[config.mk]
export PLATFORM = sky130hd
export DESIGN_NAME = rx_err_offset_capture
export DESIGN_NICKNAME = d
export VERILOG_FILES = /design/src/rtl/rx_err_offset_capture.sv
export SDC_FILE = /design/constraint.sdc
export NUM_CORES = 1
export LEC_CHECK = 0
export ABC_CLOCK_PERIOD_IN_PS = 1890
export BUFFER_PORTS_ARGS = -buffer_cell sky130_fd_sc_hd__buf_4
export CAP_MARGIN = 20
export CORE_MARGIN = 5
export CORE_UTILIZATION = 25
export CTS_CLUSTER_DIAMETER = 120
export DETAILED_ROUTE_END_ITERATION = 8
export SYNTH_ARGS = -nofsm -noshare
export SYNTH_HDL_FRONTEND = slang
export SYNTH_SLANG_ARGS = --single-unit
[constraint.sdc]
create_clock -name clk -period 1.89 [get_ports clk]
set_clock_uncertainty 0.05 [all_clocks]
set_input_delay 0.0945 -clock clk [delete_from_list [all_inputs] [get_ports clk]]
set_output_delay 0.0945 -clock clk [all_outputs]
set_load 0.005 [all_outputs]
[src/rtl/rx_err_offset_capture.sv]
module rx_err_offset_capture #(
  parameter int OFS_W    = 13,
  parameter int REG_W    = 32,
  parameter int OCC_W    = 3,
  parameter int OVF_LEAD = 4
) (
  input  logic             clk,
  input  logic             rst_n,
  input  logic             byte_wr,
  input  logic [OFS_W-1:0] byte_ofs,
  input  logic             byte_par_err,
  input  logic             byte_frm_err,
  input  logic             ovf_pulse,
  input  logic [OCC_W-1:0] fifo_occ,
  input  logic             buf_load,
  input  logic             dma_reset,
  output logic [REG_W-1:0] err_reg
);
  localparam int SUM_W = ((OFS_W > OCC_W) ? OFS_W : OCC_W) + 1;

  logic             valid_q;
  logic [OFS_W-1:0] ofs_q;
  logic             clr, tag_hit;
  logic [SUM_W-1:0] ovf_sum;
  logic [OFS_W-1:0] ovf_ofs, pick_ofs;

  assign clr     = buf_load | dma_reset;
  assign tag_hit = byte_wr & (byte_par_err | byte_frm_err);
  assign ovf_sum = SUM_W'(byte_ofs) + SUM_W'(fifo_occ);
  assign ovf_ofs = (ovf_sum < SUM_W'(OVF_LEAD)) ? '0 : OFS_W'(ovf_sum - SUM_W'(OVF_LEAD));

  always_comb begin
    if (tag_hit && ovf_pulse) pick_ofs = (ovf_ofs < byte_ofs) ? ovf_ofs : byte_ofs;
    else if (ovf_pulse)       pick_ofs = ovf_ofs;
    else                      pick_ofs = byte_ofs;
  end

  always_ff @(posedge clk or negedge rst_n) begin
    if (!rst_n) begin
      valid_q <= 1'b0;
      ofs_q   <= '0;
    end else if (clr) begin
      valid_q <= 1'b0;
      ofs_q   <= '0;
    end else if (!valid_q && (tag_hit || ovf_pulse)) begin
      valid_q <= 1'b1;
      ofs_q   <= pick_ofs;
    end
  end

  assign err_reg = {{(REG_W-OFS_W){1'b0}}, ofs_q};

  AST_CLEAR_ZERO: assert property (@(posedge clk) disable iff (!rst_n)
    clr |=> (err_reg == '0));
  AST_STICKY_HOLD: assert property (@(posedge clk) disable iff (!rst_n)
    (valid_q && !clr) |=> $stable(err_reg));
  AST_IDLE_ZERO: assert property (@(posedge clk) disable iff (!rst_n)
    (!valid_q && !clr && !tag_hit && !ovf_pulse) |=> (err_reg == '0));
  AST_TAG_CAPTURE: assert property (@(posedge clk) disable iff (!rst_n)
    (!valid_q && !clr && tag_hit && !ovf_pulse) |=> (err_reg[OFS_W-1:0] == $past(byte_ofs)));
  AST_CLEAR_WINS: assert property (@(posedge clk) disable iff (!rst_n)
    (clr && (tag_hit || ovf_pulse)) |=> !valid_q);
endmodule

* Word-level counts from Yosys, hierarchy flattened
Index checks and enable logic that the tools add are counted.
Storage, ports and cells: register bits 14, output and inout port bits 32, word-level logic and storage cells 22
Operators by class: add/sub/neg operators 2, order comparisons 2, muxes and demuxes 8, bitwise gates (word level) 3, reductions and logical operators 5
Operators by type and width (count):
- two-way mux 13 bit | 6
- adder 13 x 3 -> 14 bit | 1
- < comparator 14 x 3 -> 1 bit (second input constant) | 1
- < comparator 13 bit | 1
- subtractor 13 x 3 -> 13 bit (second input constant) | 1
- logical AND 1 bit | 2
- two-way mux 1 bit | 2
- OR 1 bit | 2
- nonzero test 2 bit | 1
- AND 1 bit | 1
- logical NOT 1 bit | 1
- logical OR 1 bit | 1

* Depth between registers and ports, before layout
Gate-level depths: netlist (run 1).
depth in word-level cells 8, depth in mapped cells 22, mapped depth without buffers 21

* Worst setup path after synthesis (run 1)
Ideal clock, no wire load.
kind input to register, from in byte_ofs[0], to reg ofs_q[1], library setup time 0.123 ns, data arrival time 4.400 ns, required time 1.717 ns, setup slack -2.684 ns, stages 22, path buffers 3, cell sequence ha_1 -> fa_1 -> buf_4 -> xnor2_1 -> ha_1 -> nand2_1 -> a2111oi_1 -> a221o_2 -> o211ai_4 -> nor2_1 -> buf_2 -> nor3_1 -> ha_1 -> nand4_1 -> nor3_1 -> and3_1 -> a21boi_0 -> a221oi_2 -> nand2_2 -> buf_6 -> mux2i_1 -> a21oi_1
Between the ends: cells in the longest elaborated chain, start to end 8, elaborated cells between the ends (all ways) 10, those cells by class 2 x add/sub; 2 x order compare; 6 x mux
Ends and longest elaborated chain:
- from (decl) | RTL line 10 | input logic [OFS_W-1:0] byte_ofs,
- adder 13 x 3 -> 14 bit | RTL line 29 | assign ovf_sum = SUM_W'(byte_ofs) + SUM_W'(fifo_occ);
- subtractor 13 x 3 -> 13 bit or < comparator 14 x 3 -> 1 bit (tied branches) | RTL line 30 | assign ovf_ofs = (ovf_sum < SUM_W'(OVF_LEAD)) ? '0 : OFS_W'(ovf_sum - SUM_W'(OVF_LEAD));
- two-way mux 13 bit | RTL line 30
- < comparator 13 bit | RTL line 33 | if (tag_hit && ovf_pulse) pick_ofs = (ovf_ofs < byte_ofs) ? ovf_ofs : byte_ofs;
- two-way mux 13 bit | RTL line 33
- two-way mux 13 bit * | RTL line 33
- two-way mux 13 bit * | RTL line 45 | end else if (!valid_q && (tag_hit || ovf_pulse)) begin
- two-way mux 13 bit * | RTL line 42 | end else if (clr) begin
- to (signal assigned) | RTL line 47 | ofs_q <= pick_ofs;
- to (decl) | RTL line 22 | logic [OFS_W-1:0] ofs_q;
Mark *: on every way between the ends. The rest lies on a longest branch, timed or not. The select of a mux whose other input is x is not followed. A chain may end at the register's enable or synchronous reset.

* Worst setup path in the final report (run 1)
from in byte_ofs[0], to reg ofs_q[8]
The elaborated chain is that of the path after synthesis.

==> results.md, run 1 <==
• run status: finished with violations
• violations in the final reports: setup timing
• crit path max-delay cell type: sky130_fd_sc_hd__fa_2
• crit start category: primary input
• count of warnings emitted by yosys: 0
• number of antenna violations at the first check in global routing: 0
• placed standard-cell area: 0.002974 mm²
• H-tree Lvls: 1
• width of the die: 100.7 µm
• Net count, final: 414
• vias per cell: 4.790
• area inside the core boundary: 0.008134 mm²
• Critical Path RT: 2010 ps
• number of diodes added for antenna fixing: 0
• total detailed-routing wirelength: 6.980 mm
• detailed placer's ending HPWL: 5.471 mm
• vias after detailed routing: 2280
• power after layout: 1.458 mW
• number of standard cells after synthesis: 245
• vertical extent of the die: 100.7 µm
• sequential-to-total area share from yosys stat: 17.03%
• CTS tree: yes
• ratio of cells with drive above 1 in the final layout: 52.56%
• combined area of all synthesized cells: 0.002057 mm²
• Critical Path Start: byte_ofs[0]
• mean instance size in the synthesized netlist: 8.396 µm²
• worst path buffer plus inverter count: 4
• setup-violating endpoint count in the final report: 13
• Clock transition at path regs: 60 ps
• clock latency of the later-clocked register in the worst-skew pair: 250 ps
• Filler Cell Count: 799
• post-route cell area: 0.003426 mm²
• DRC violation count after routing: 0
• antenna-violating nets left: 0
• root buffer selected by CTS: sky130_fd_sc_hd__clkbuf_8
• number of global-route vias before repair: 2285
• Setup WS pre-CTS: -2584 ps
• top cells by area in the synthesized netlist: sky130_fd_sc_hd__dfrtp_1 17%, sky130_fd_sc_hd__ha_1 9.7%, sky130_fd_sc_hd__buf_4 8.0%
• global-route wire length before repair: 11.06 mm
• initial detailed-routing violation count: 132
• library cell appearing most often on the critical path: sky130_fd_sc_hd__buf_4
• count of different cell masters after synthesis: 60
• crit share post-route: 213.7%
• total global-route track usage: 13.49%
• total global routing overflow: 0
• Power Dens Cells: 425.5 mW/mm²
• maximum fanout encountered on the critical timing path: 7
• unrepaired setup endpoints after global routing: true
• detailed-routing iteration count for the pre-antenna-repair pass: 4
• leading area contributor after synthesis: sky130_fd_sc_hd__dfrtp_1
• Highest Clock Rate: 247.6 MHz
• largest net degree at the start of global routing: 22
• stage delay of the slowest cell on the critical path: 440 ps
• arrival time of the worst setup path: 4150 ps
• gpl congestion: 0.8863
• clock buffer count from CTS: 3
• maximum count of clock buffers along a single path: 2
• hold_ws: 59.15 ps
• Total Die Area: 0.01014 mm²
• worst supply voltage drop on vdd: 0.0002126 V
• max-capacitance violation count: 0
• worst min-delay path startpoint: ovf_pulse
• number of enable-type register cells in the synthesized netlist: 0
• Crit path max-delay family: simple AND/OR/NAND/NOR gates
• path type of the worst min-delay path: in2reg
• source of the worst register-to-register timing path: valid_q
• starting density of the core: 25.29%
• CP Class: in2reg
• final worst slack: -2149 ps
• fin util: 42.12%
• number of storage elements in the synthesis netlist: 14
• clock sink count: 14
• # rows: 33
• proportion of synthesized flip-flops having asynchronous set or reset: 100.0%
• total leakage power: 1.556 nW
• buffers added on ports: 36
• sequence of cells on the critical path: buf_8 -> ha_4 -> fa_2 -> xnor2_4 -> ha_4 -> buf_4 -> a221o_2 -> o211ai_4 -> nor2_4 -> buf_4 -> nor3b_2 -> ha_2 -> nand4_1 -> nor3_2 -> and3_4 -> a21boi_4 -> a221oi_2 -> nand2_2 -> buf_4 -> or3_4 -> a31oi_1
• number of I/O pins: 56
• total count of hold-check failures in the final report: 0
• flip-flop cell with the highest count after synthesis: sky130_fd_sc_hd__dfrtp_1
• post-detailed-route wirelength per cell: 14.66 µm
• shortest period the worst path allows: 4039 ps
• nature of the critical path endpoint: flip-flop
• Synth-to-Final Area Change: 66.55%
• pins over their slew limit: 0
• area share of the leading cell type in the synthesized netlist: 17.03%
## cell type report
type	instances	area, µm²	area share [%]
Clock buffer	3	41.29	1.205
Inverter	13	48.80	1.424
Multi-Input combinational cell	208	1819	53.10
Sequential cell	14	350.3	10.23
Tap cell	105	131.4	3.835
Timing Repair Buffer	133	1035	30.20
## synthesized netlist by cell type, drive strengths merged (2+ instances only)
cell and number:
o31a 2, and3 2, a211o 2, and2b 2
xnor2 11, nor4b 4, a31oi 4, and2 2
nand4 5, mux2i 7, nor2 18, a2111oi 5
or3 3, nor2b 2, a21o 4, nand2 11
nand3 8, dfrtp 14, a221oi 3, ha 16
nor3 9, clkbuf 2, inv 13, buf 25
nor4 2, a21boi 2, a221o 2, o21ai 21
o211ai 3, o21a 5, a21oi 19, or2 2
## final timing paths
path                             endpoint  slack, ps  cells after the start
worst min register to register   ofs_q[0]        460                      2
worst min-delay path              valid_q         60                      2
worst max-delay path             ofs_q[8]      -2150                     21
min in group asynchronous       ofs_q[10]        180                      2
worst max register to register   ofs_q[9]        390                      4
max in group asynchronous        ofs_q[2]       1430                      2
## sequential cells by signal, summed over array words and instances (netlist names)
| name | flops |
|---|---|
| ofs_q | 13 |
| valid_q | 1 |
## cell families (layout without fill, tap and decap cells)
| family | count (synthesis) | in the layout | share of synthesized area (%) |
|---|---|---|---|
| fa+ha+maj | 17 | 17 | 10.71 |
| compound gates | 79 | 79 | 27.56 |
| buf+inv | 41 | 149 | 14.66 |
| flops | 14 | 14 | 17.03 |
| xor+xnor | 12 | 12 | 5.961 |
| simple gates | 74 | 74 | 20.50 |
| other cells | 1 | 19 | 0.1823 |
| mux | 7 | 7 | 3.406 |
## through the flow
step | cells | setup TNS [ps]
finish | 476 | -26490
CTS | 464 | -26040
global route | 476 | -28780
detailed placement | 449 | -32630
floorplan | 263 | -24690
global placement | 449 | -31870
## layout by cell type (no fill, tap or decap), types with 5 or more instances in the layout
| master | n |
|---|---|
| sky130_fd_sc_hd__conb_1 | 19 |
| sky130_fd_sc_hd__nor2_1 | 16 |
| sky130_fd_sc_hd__inv_1 | 13 |
| sky130_fd_sc_hd__buf_6 | 7 |
| sky130_fd_sc_hd__nand3_1 | 7 |
| sky130_fd_sc_hd__o21ai_0 | 13 |
| sky130_fd_sc_hd__nand2_1 | 9 |
| sky130_fd_sc_hd__o21ai_1 | 6 |
| sky130_fd_sc_hd__nor3_1 | 6 |
| sky130_fd_sc_hd__buf_4 | 124 |
| sky130_fd_sc_hd__ha_1 | 8 |
| sky130_fd_sc_hd__a21oi_1 | 11 |
| sky130_fd_sc_hd__o21a_1 | 5 |
| sky130_fd_sc_hd__xnor2_1 | 9 |
| sky130_fd_sc_hd__dfrtp_1 | 14 |
| sky130_fd_sc_hd__mux2i_1 | 7 |
| sky130_fd_sc_hd__ha_4 | 7 |
## routing by layer
metal | GRT usage (%) | wire, µm | up-vias
met5 | 0 | 0 | -
met3 | 2.284 | 314 | 11
met1 | 16.65 | 2920 | 1074
met2 | 24.15 | 3638 | 64
met4 | 3.420 | 106 | 0
li1 | - | - | 1131
## power breakdown
group | switching (mW) | internal [mW] | leakage (nW) | total (mW)
clock network | 0.105 | 0.141 | 0.0216 | 0.246
logic | 0.414 | 0.470 | 1.35 | 0.884
registers | 0.0104 | 0.317 | 0.189 | 0.327
## timing repair
action / CTS / global route
hold buffers: 1 / 0
gates resized for setup: 27 / 20
hold endpoints to repair: 14 / 0
gates cloned: 0 / 0
setup buffers: 11 / 11
endpoints found under the setup margin: 13 / 13
pin swaps: 16 / 26
No activity file was read; power rests on OpenSTA's default activity.
==> run 2: changes to the inputs <==
--- a/config.mk
+++ b/config.mk
@@ -10,7 +10,7 @@
 export CAP_MARGIN = 20
 export CORE_MARGIN = 5
 export CORE_UTILIZATION = 25
-export CTS_CLUSTER_DIAMETER = 120
+export CTS_CLUSTER_DIAMETER = 60
 export DETAILED_ROUTE_END_ITERATION = 8
 export SYNTH_ARGS = -nofsm -noshare
 export SYNTH_HDL_FRONTEND = slang
==> constraint.sdc (replaced) <==
create_clock -name clk -period 1.89 [get_ports clk]
set_clock_uncertainty 0.05 [all_clocks]
set_input_delay 0.4725 -clock clk [delete_from_list [all_inputs] [get_ports clk]]
set_output_delay 0.4725 -clock clk [all_outputs]
set_load 0.005 [all_outputs]
==> run 2 against run 1 <==
- the flow still finishes with violations (setup timing)
- cell count did not move
- routed wire length rose by 0.24%
- non-clock buffer count did not move
- sequential share of layout area fell by 0.17 points
- sequential power barely moved
- global-route usage fell by 0.057 points
- register-to-register slack barely moved
- highest routed layer unchanged
- worst hold slack got worse by 42 ps
==> results.md, run 2 (synthesized netlist as in run 1, its figures left out) <==
• Highest Clock Rate: 228.8 MHz
• commonest non-fill, non-tap cell in the layout: sky130_fd_sc_hd__buf_4
• maximum count of clock buffers along a single path: 2
• violations in the final reports: setup timing
• Comb pwr share: 61.5%
• unrepaired setup endpoints after global routing: true
• crit start category: primary input
• antenna-violating nets left: 0
• total global-route track usage: 13.44%
• global-route wire length before repair: 11.08 mm
• run status: finished with violations
• crit share post-route: 231.3%
• # rows: 33
• max-capacitance violation count: 0
• register bank with the most flops: ofs_q
• Worst-Margin Slew: 574.1 ps
• power dissipated by switching net loads: 535.6 µW
• total leakage power: 1.573 nW
• clock sink count: 14
• maximum fanout encountered on the critical timing path: 7
• crit path max-delay cell type: sky130_fd_sc_hd__fa_2
• CTS tree: yes
• Clock transition at path regs: 60 ps
• worst path buffer plus inverter count: 1
• number of antenna violations at the first check in global routing: 0
• Synth-to-Final Area Change: 69.34%
• starting density of the core: 25.29%
• Int Power: 939.8 µW
• total detailed-routing wirelength: 6.997 mm
• clock network fraction of design power: 16.3%
• number of diodes added for antenna fixing: 0
• placed standard-cell area: 0.003004 mm²
• vertical extent of the die: 100.7 µm
• Filler Cell Count: 782
• hold_ws: 17.57 ps
• H-tree Lvls: 1
• tightest slew margin relative to the limit: 61.58%
• initial detailed-routing violation count: 96
• width of the die: 100.7 µm
• vias after detailed routing: 2287
• CP Class: in2reg
• sw frac: 36.30%
• root buffer selected by CTS: sky130_fd_sc_hd__clkbuf_8
• gpl congestion: 0.8927
• Hold-fix buffers, CTS: 0
• setup-violating endpoint count in the final report: 13
• area inside the core boundary: 0.008134 mm²
• total global routing overflow: 0
• clock buffer count from CTS: 3
• Total Die Area: 0.01014 mm²
• largest registers: ofs_q (13), valid_q (1)
• pins over their slew limit: 0
• clock latency of the later-clocked register in the worst-skew pair: 240 ps
• max FFs per register: 13
• Power Dens Cells: 423.6 mW/mm²
• path type of the worst min-delay path: in2async
• ratio of cells with drive above 1 in the final layout: 53.64%
• detailed placer's ending HPWL: 5.366 mm
• commonest cells after routing, fill and taps aside: 121 x sky130_fd_sc_hd__buf_4, 19 x sky130_fd_sc_hd__conb_1, 15 x sky130_fd_sc_hd__nor2_1, 14 x sky130_fd_sc_hd__o21ai_0, 14 x sky130_fd_sc_hd__dfrtp_1
• DRC violation count after routing: 0
• sequential fraction of design power: 22.2%
• arrival time of the worst setup path: 4480 ps
• nature of the critical path endpoint: flip-flop
• final worst slack: -2482 ps
• worst supply voltage drop on vdd: 0.0002201 V
• number of I/O pins: 56
• fin util: 42.82%
• power after layout: 1.475 mW
• number of global-route vias before repair: 2254
• total count of hold-check failures in the final report: 0
• Net count, final: 414
• vias per cell: 4.805
• stage delay of the slowest cell on the critical path: 460 ps
• sequence of cells on the critical path: buf_8 -> ha_4 -> fa_2 -> or3_4 -> a221oi_2 -> o21a_1 -> o21a_2 -> o211a_1 -> o21ai_1 -> nor3b_2 -> ha_1 -> a2111oi_4 -> o21ai_1 -> a31oi_1 -> o21a_1 -> nand2_4 -> or4_1 -> o211ai_1
• detailed-routing iteration count for the pre-antenna-repair pass: 4
• Critical Path RT: 2000 ps
• largest net degree at the start of global routing: 15
• Crit path max-delay family: compound AO/OA/AOI/OAI gates
• post-detailed-route wirelength per cell: 14.70 µm
• buffers added on ports: 36
• post-route cell area: 0.003483 mm²
• shortest period the worst path allows: 4372 ps
run 2: layout make-up:
type	instances	area (µm²)	share of cell area, %
multi-input combinational	208	1852	53.16
inverter	13	48.80	1.401
timing repair buffer	133	1060	30.42
clock buffer	3	41.29	1.185
sequential	14	350.3	10.06
tap	105	131.4	3.772
run 2: what timing repair did:
action | CTS | global route
hold endpoints to repair | 0 | 0
setup endpoints to repair | 13 | 13
gates resized for setup | 40 | 17
buffers inserted | 17 | 3
pin swaps | 26 | 5
run 2: power by group through the flow:
stage	registers, mW	logic (mW)	clock network [mW]
after floorplan	0.332	0.450	0
after global placement	0.332	0.737	0
after detailed placement	0.332	0.746	0
after CTS	0.327	0.865	0.250
after global routing	0.329	0.981	0.268
final	0.327	0.908	0.240
run 2: layer usage:
layer,GRT usage (%),routed length (µm),part of all wire (%),vias to the layer above
met2,23.85,3607,52,64
met5,0,0,0,-
met3,1.869,349,5.0,8
met1,17.36,2958,42,1079
met4,2.487,81,1.2,0
li1,-,-,-,1136
run 2: final timing paths:
check	cells after the start	to	from	slack, ps
max	18	ofs_q[4]	byte_ofs[0]	-2480
max in group asynchronous	1	ofs_q[3]	rst_n	1600
min	1	valid_q	rst_n	20
min reg2reg	2	ofs_q[0]	ofs_q[0]	460
max reg2reg	4	ofs_q[7]	valid_q	380
min in group clk	2	valid_q	ovf_pulse	440
run 2: worst register-to-register path, stage by stage, from the launching register on:
cell	delay, ps
sky130_fd_sc_hd__dfrtp_1	390
sky130_fd_sc_hd__nor2_1	470
sky130_fd_sc_hd__buf_4	290
sky130_fd_sc_hd__o21ai_0	110
sky130_fd_sc_hd__a21oi_2	130
run 2: through the flow:
stage               instances  worst slack [ps]  setup TNS (ps)
floorplan                 263             -2435          -29600
global placement          453             -2897          -36710
detailed placement        453             -2996          -37870
CTS                       473             -2429          -30370
global route              476             -2634          -33430
finish                    476             -2482          -31180
